$ cat config.mk
export PLATFORM = sky130hd
export DESIGN_NAME = updown_cascade_ctr
export DESIGN_NICKNAME = d
export VERILOG_FILES = /design/src/rtl/ctr_pkg.sv /design/src/rtl/ctr_op_dec.sv /design/src/rtl/ctr_next.sv /design/src/rtl/ctr_tc.sv /design/src/rtl/updown_cascade_ctr.sv
export SDC_FILE = /design/constraint.sdc
export NUM_CORES = 1
export LEC_CHECK = 0
export ABC_CLOCK_PERIOD_IN_PS = 1800
export BUFFER_PORTS_ARGS = -buffer_cell sky130_fd_sc_hd__buf_2
export CORE_AREA = 2 2 39 41
export CTS_BUF_LIST = sky130_fd_sc_hd__clkbuf_16
export CTS_CLUSTER_DIAMETER = 80
export CTS_CLUSTER_SIZE = 40
export DETAILED_ROUTE_END_ITERATION = 12
export DIE_AREA = 0 0 41 43
export PLACE_DENSITY = 0.5
export SYNTH_ARGS = -nofsm -noshare
export SYNTH_HDL_FRONTEND = slang
export SYNTH_SLANG_ARGS = --single-unit
$ cat constraint.sdc
create_clock -name clk -period 1.8 [get_ports clk]
set_clock_uncertainty 0.1 [all_clocks]
set_input_delay 0.09 -clock clk [delete_from_list [all_inputs] [get_ports clk]]
set_output_delay 0.09 -clock clk [all_outputs]
set_load 0.05 [all_outputs]
$ cat src/rtl/ctr_pkg.sv
package ctr_pkg;
  typedef enum logic [1:0] {
    OP_HOLD = 2'd0,
    OP_UP   = 2'd1,
    OP_DOWN = 2'd2,
    OP_LOAD = 2'd3
  } ctr_op_e;
endpackage

$ cat src/rtl/ctr_op_dec.sv
module ctr_op_dec
  import ctr_pkg::*;
(
  input  logic    load,
  input  logic    cnt_en,
  input  logic    dir_up,
  output ctr_op_e op
);
  always_comb begin
    if (load)        op = OP_LOAD;
    else if (!cnt_en) op = OP_HOLD;
    else if (dir_up) op = OP_UP;
    else             op = OP_DOWN;
  end
endmodule

$ cat src/rtl/ctr_next.sv
module ctr_next
  import ctr_pkg::*;
#(
  parameter int WIDTH = 4
) (
  input  ctr_op_e          op,
  input  logic [WIDTH-1:0] cur,
  input  logic [WIDTH-1:0] din,
  output logic [WIDTH-1:0] nxt
);
  localparam logic [WIDTH-1:0] ONE = WIDTH'(1);

  always_comb begin
    unique case (op)
      OP_LOAD: nxt = din;
      OP_UP:   nxt = cur + ONE;
      OP_DOWN: nxt = cur - ONE;
      default: nxt = cur;
    endcase
  end
endmodule

$ cat src/rtl/ctr_tc.sv
module ctr_tc #(
  parameter int WIDTH = 4
) (
  input  logic [WIDTH-1:0] cur,
  input  logic             cnt_en,
  input  logic             dir_up,
  output logic             tc
);
  localparam logic [WIDTH-1:0] ALL_ONES = {WIDTH{1'b1}};
  localparam logic [WIDTH-1:0] ALL_ZERO = '0;

  logic at_top, at_bot;
  assign at_top = (cur == ALL_ONES);
  assign at_bot = (cur == ALL_ZERO);
  assign tc = cnt_en & (dir_up ? at_top : at_bot);
endmodule

$ cat src/rtl/updown_cascade_ctr.sv
module updown_cascade_ctr
  import ctr_pkg::*;
#(
  parameter int WIDTH = 4
) (
  input  logic             clk,
  input  logic             rst_n,
  input  logic             cnt_en,
  input  logic             dir_up,
  input  logic             load,
  input  logic [WIDTH-1:0] din,
  output logic [WIDTH-1:0] q,
  output logic             tc
);
  localparam logic [WIDTH-1:0] ONE      = WIDTH'(1);
  localparam logic [WIDTH-1:0] ALL_ONES = {WIDTH{1'b1}};

  ctr_op_e          op;
  logic [WIDTH-1:0] state_q, state_d;

  ctr_op_dec u_dec (
    .load   (load),
    .cnt_en (cnt_en),
    .dir_up (dir_up),
    .op     (op)
  );

  ctr_next #(.WIDTH(WIDTH)) u_next (
    .op  (op),
    .cur (state_q),
    .din (din),
    .nxt (state_d)
  );

  ctr_tc #(.WIDTH(WIDTH)) u_tc (
    .cur    (state_q),
    .cnt_en (cnt_en),
    .dir_up (dir_up),
    .tc     (tc)
  );

  always_ff @(posedge clk or negedge rst_n) begin
    if (!rst_n) state_q <= '0;
    else        state_q <= state_d;
  end

  assign q = state_q;

  a_r2_load_takes_din: assert property (@(posedge clk) disable iff (!rst_n)
    load |=> (q == $past(din)));

  a_r3_step_up: assert property (@(posedge clk) disable iff (!rst_n)
    (!load && cnt_en && dir_up) |=> (q == $past(q) + ONE));

  a_r4_step_down: assert property (@(posedge clk) disable iff (!rst_n)
    (!load && cnt_en && !dir_up) |=> (q == $past(q) - ONE));

  a_r5_hold: assert property (@(posedge clk) disable iff (!rst_n)
    (!load && !cnt_en) |=> $stable(q));

  a_r6_tc_needs_enable: assert property (@(posedge clk) disable iff (!rst_n)
    tc |-> cnt_en);

  a_r6_tc_end_value: assert property (@(posedge clk) disable iff (!rst_n)
    tc |-> (dir_up ? (q == ALL_ONES) : (q == '0)));
endmodule

-- Word-level counts from Yosys, hierarchy flattened
Cells that the tools add are included.
- add/subtract/negate cells: 2
- equality and inequality tests: 4
- multiplexer cells: 5
- bitwise gates (word level): 1
- reductions and logical operators: 2
- operators with widths (operator ; count):
    4-bit one-hot mux with 3 select lines ; 1
    2-bit two-way mux ; 3
    4-bit by 1-bit adder with 4-bit output, second input constant ; 1
    2-bit equality test, second input constant ; 2
    4-bit equality test, second input constant ; 1
    4-bit logical NOT ; 1
    4-bit by 1-bit subtractor with 4-bit output, second input constant ; 1
    3-bit nonzero test ; 1
    2-bit by 1-bit equality test with 1-bit output, second input constant ; 1
    1-bit AND ; 1
    1-bit two-way mux ; 1
- register bits: 4
- input port bits: 9
- output and inout bits: 5
- logic and storage cells: 15

-- Logic depth before layout (Yosys ltp)
- depth after elaboration: 5
- depth in mapped cells: 10
- gate-level depth less buffers: 10

-- By module
From an unflattened synthesis, not the netlist that was laid out.
- cells, all modules: 45
- area, all modules: 390.4 sq um
- by module, submodules not included (module ; instances ; cells each ; area each (sq um) ; seq. area each (sq um)):
    ctr_next ; 1 ; 33 ; 240.2 ; 0.0
    updown_cascade_ctr ; 1 ; 4 ; 100.1 ; 100.1
    ctr_tc ; 1 ; 5 ; 30.0 ; 0.0
    ctr_op_dec ; 1 ; 3 ; 20.0 ; 0.0

-- Worst setup path after synthesis
No wires, ideal clock.
- path type: flip-flop to flip-flop
- start: register state_q[0] (netlist: q[0])
- end: register state_q[3] (netlist: q[3])
- library setup time: 0.080 ns
- arrival time: 1.734 ns
- data required time: 1.620 ns
- setup slack: -0.114 ns
- cell stages (with the launch flop): 6
- path buffers: 0
- period minus slack after synthesis: 1.914 ns
- path through: dfrtp_1 > nor2b_1 > a21oi_1 > o32ai_1 > mux2_4 > nor3_2
- cells in the longest elaborated chain, start to end: 2
- elaborated cells on any way between the ends: 3
- those cells by class: add/sub (2); mux (1)
- RTL lines (item ; line ; RTL):
    from (decl) ; updown_cascade_ctr.sv:19 ; logic [WIDTH-1:0] state_q, state_d;
    from (signal assigned) ; updown_cascade_ctr.sv:44 ; else state_q <= state_d;
    4-bit by 1-bit subtractor with 4-bit output / 4-bit by 1-bit adder with 4-bit output (equally long branches) ; ctr_next.sv:17, ctr_next.sv:16 ;
    4-bit one-hot mux with 3 select lines (*) ; ctr_next.sv:14 ; unique case (op)
Mark *: on every way between the ends. The rest lies on a longest branch, timed or not.
A chain may end at the register's enable or synchronous reset.

-- Final worst setup path
- start: input dir_up
- end: register state_q[3] (netlist: q[3])
- cells in the longest elaborated chain, start to end: 5
- elaborated cells on any way between the ends: 8
- those cells by class: eq/ne (3); mux (4); reduce/logical (1)
- RTL lines (item ; line ; RTL):
    from (decl) ; updown_cascade_ctr.sv:9 ; input logic dir_up,
    2-bit two-way mux (*) ; ctr_op_dec.sv:12 ; else if (dir_up) op = OP_UP;
    2-bit two-way mux (*) ; ctr_op_dec.sv:11 ; else if (!cnt_en) op = OP_HOLD;
    2-bit two-way mux (*) ; ctr_op_dec.sv:10 ; if (load) op = OP_LOAD;
    2-bit equality test / 2-bit by 1-bit equality test with 1-bit output (equally long branches) ; ctr_next.sv:14 ;
    4-bit one-hot mux with 3 select lines / 3-bit nonzero test (equally long branches) ; -- ;
Marked as above.

==> reports/results.md <==
* complete, no violations — result of the run
* 0.2957 nW — static leakage
* 3 — clock buffer count from CTS
* sky130_fd_sc_hd__dfrtp_1 (26%), sky130_fd_sc_hd__ha_1 (13%), sky130_fd_sc_hd__a21oi_1 (6.5%) — largest cells by area after synthesis
* 43 um — Chip Height
* sky130_fd_sc_hd__dfrtp_1 — leading area contributor after synthesis
* 1.317 mm — global-route wire length before repair
* flip-flop — Crit. End Element
* 9 — maximum number of pins on one net before global-route repair
* 0 — drc violations
* 0.3250 mW — Sw Pwr
* 0.2794 — effective utilization at floorplan
* 30 ps — register clock-pin slew on the reported worst setup and hold paths
* 0 — number of enable-type register cells in the synthesized netlist
* in2reg — Hold Path Class
* 393 — via count of the routed design
* 0 — antenna cell count
* 3 — crit path buf inv count
* 290 ps — delay of the slowest critical-path stage
* 0.395 — Comb pwr share
* 14 — placement row count
* 10 — CP Depth
* 0.8625 mW — total chip power
* 1730 ps — data arrival time of the critical path
* 0 — remaining antenna violation count
* 6 — R2R cell count
* 4 — flip-flop count of the largest register, all copies and words added
* 1 — H-tree depth
* 2 — Bufs on Longest Clock Path
* 4 — CP max FO
* 1384 sq um — core region area
* 0.9338 — part of the cycle the worst path needs
* 0 — warnings from Yosys
* 140 — number of filler instances in the final layout
* 3 — Worst Hold Path Cells
* 0 — leftover overflow at the end of global routing
* 0 — Final Max Slew Viols
* 0.2589 — post-synth top area share
* 0.2589 — portion of the post-synthesis area used by sequential elements
* input port — Worst setup SP type
* 0 — number of antenna violations at the first check in global routing
* 386.6 sq um — post-synthesis instance area
* 0.4179 — layout cells sized above 1
* 1681 ps — post-route minimum period
* 266.4 ps — slew at the pin closest to its max-slew limit
* 0 — number of maximum-capacitance violations
* compound AO/OA/AOI/OAI gates — Worst path top cell family by delay
* 41 um — overall die width
* 0.201 — sequential fraction of design power
* buf_2 > inv_1 > a21o_1 > ha_1 > nor2b_1 > a21oi_1 > o32ai_1 > buf_4 > mux2_4 > nor3_2 — list of cells traversed by the critical path
* 47 — synthesized instance count
* 318 — vias in the first global route
* 150 ps — flop-to-flop setup slack
* 119.1 ps — final setup slack of the worst path
* 0 — final setup fails
* 0.6581 — Final GP Congestion
* sky130_fd_sc_hd__a21oi_1 (5), sky130_fd_sc_hd__dfrtp_1 (4), sky130_fd_sc_hd__ha_1 (4), sky130_fd_sc_hd__inv_1 (4), sky130_fd_sc_hd__nor2b_1 (4) — leading post-synthesis cells by instance count
* 82 — Net count, final
* 54.69% — Synth-to-Final Area Change
* false — setup repair after global routing missed its margin
* 852 um — Routed WL
* 0 — Post-CTS Setup Inserts
* 0.6440 mV — highest ir drop seen on vdd
* 1.000 — FFs w/ async S/R, synth
* 0.8224 — worst slew margin relative to its limit
* 4 — synthesis-stage register bit count
* 2 — number of DRC markers in iteration 0
* 0.4322 — Final Util
* 0.1208 — gr usage total
* 1442 nW/um^2 — pwr dens
* sky130_fd_sc_hd__a21oi_1 — most frequently used cell type in the post-synthesis netlist
* 667.8 um — half-perimeter wire length after placement
* 8.226 sq um — mean post-synth cell area
* 598.1 sq um — Final Cell Area
* 0 — Hold Vio Cnt, Final
* 4 — first-pass detailed-route iteration total
* 0.5375 mW — Power Internal
* 102.6 sq um — Sequential cell area
* 262.8 sq um — area occupied by multi-input gates
* 13 — number of buffers inserted by port buffering
* 594.9 MHz — upper clock frequency limit
* 60 — total nets after synthesis
* 4.735 — Vias/cell
* 14 — number of top-level design ports
* sky130_fd_sc_hd__dfrtp_1 — prevailing post-synth register cell
* -154.8 ps — placement-stage worst setup slack
* 506.7 sq um — Cell Area, Placed
* 1763 sq um — area enclosed by the die boundary
* 0.3768 — switch share
* sky130_fd_sc_hd__clkbuf_16 — cell chosen for the clock root
* 230 ps — clock latency on the worst-skew pair
* 4 — clock sinks
* 0.404 — clock group share of total power
* in2reg — critical path class
* 1850 ps — Required @ worst endpoint
* yes — CTS tree
* 25 — synth unique cells
* sky130_fd_sc_hd__mux2_4 — Worst path slowest cell
* 10.27 um — DR WL/cell
==> routing by layer <==
layer  global-route usage  vias to the layer above  share of wire
met5                    0                        -              0
met3              0.03141                        4          0.040
met4               0.1400                        0          0.041
met1               0.1461                      177           0.48
met2               0.1500                        8           0.44
li1                     -                      204              -
==> stage by stage <==
stage	std cells	TNS (ps)	hold WS, ps
3_3_place_gp	79	-122.2	-197.8
2_1_floorplan	47	0	-305.6
6_report	83	0	24.10
4_1_cts	83	0	25.69
5_1_grt	83	0	33.64
3_5_place_dp	79	-210.3	-197.1
==> cells by family after synthesis <==
family | synth area share
AND/OR/NAND/NOR | 0.2233
multiplexers | 0.09384
AO/OA/AOI/OAI | 0.1780
XOR/XNOR | 0.04532
buffers and inverters | 0.07118
adder cells (fa/ha/maj) | 0.1295
flip-flops | 0.2589
==> path summary, 6_finish.rpt <==
path                             startpoint                to
min                                  din[3]  q[3]$_DFFE_PN0P_
min in group asynchronous             rst_n  q[2]$_DFFE_PN0P_
max in group asynchronous             rst_n  q[0]$_DFFE_PN0P_
max reg2reg                q[0]$_DFFE_PN0P_  q[3]$_DFFE_PN0P_
max                                  dir_up  q[3]$_DFFE_PN0P_
min reg2reg                q[1]$_DFFE_PN0P_  q[1]$_DFFE_PN0P_
==> placed cells by master, fill, tap and decap left out, drive strengths merged <==
cell	count
nand2	3
nand4	1
clkbuf	3
nor2	1
o22ai	1
dfrtp	4
nor4	1
buf	19
nor3	3
mux2	2
nor3b	1
o21ai	3
o32ai	1
a31oi	1
nor2b	4
dlygate4sd3	1
ha	4
a21oi	5
and2	1
xor2	2
a21o	1
mux2i	1
inv	4
==> worst min-delay path: cells and delay by family <==
kind                   cells  cell delay, ps
AND/OR/NAND/NOR            2             120
buffers and inverters      1              80
==> area by class of cell <==
type,instances,area share
multi-input cells,36,0.4393
flip-flops and latches,4,0.1715
repair buffers,20,0.2050
inverters,4,0.02510
well taps,16,0.03347
clock buffers,3,0.1255
==> timing repair <==
item                                    CTS  global route
endpoints found under the hold margin     4             0
endpoints found under the setup margin    0             3
hold buffers                              1             0
resized for setup                         0             3
==> power groups by stage <==
stage	logic (mW)	registers [mW]	clock network, mW
2_1_floorplan	0.170	0.264	0
3_3_place_gp	0.338	0.177	0
3_5_place_dp	0.340	0.175	0
4_1_cts	0.342	0.174	0.355
5_1_grt	0.371	0.180	0.363
6_report	0.340	0.174	0.349
Note: power is estimated with default switching activity, not from simulation.
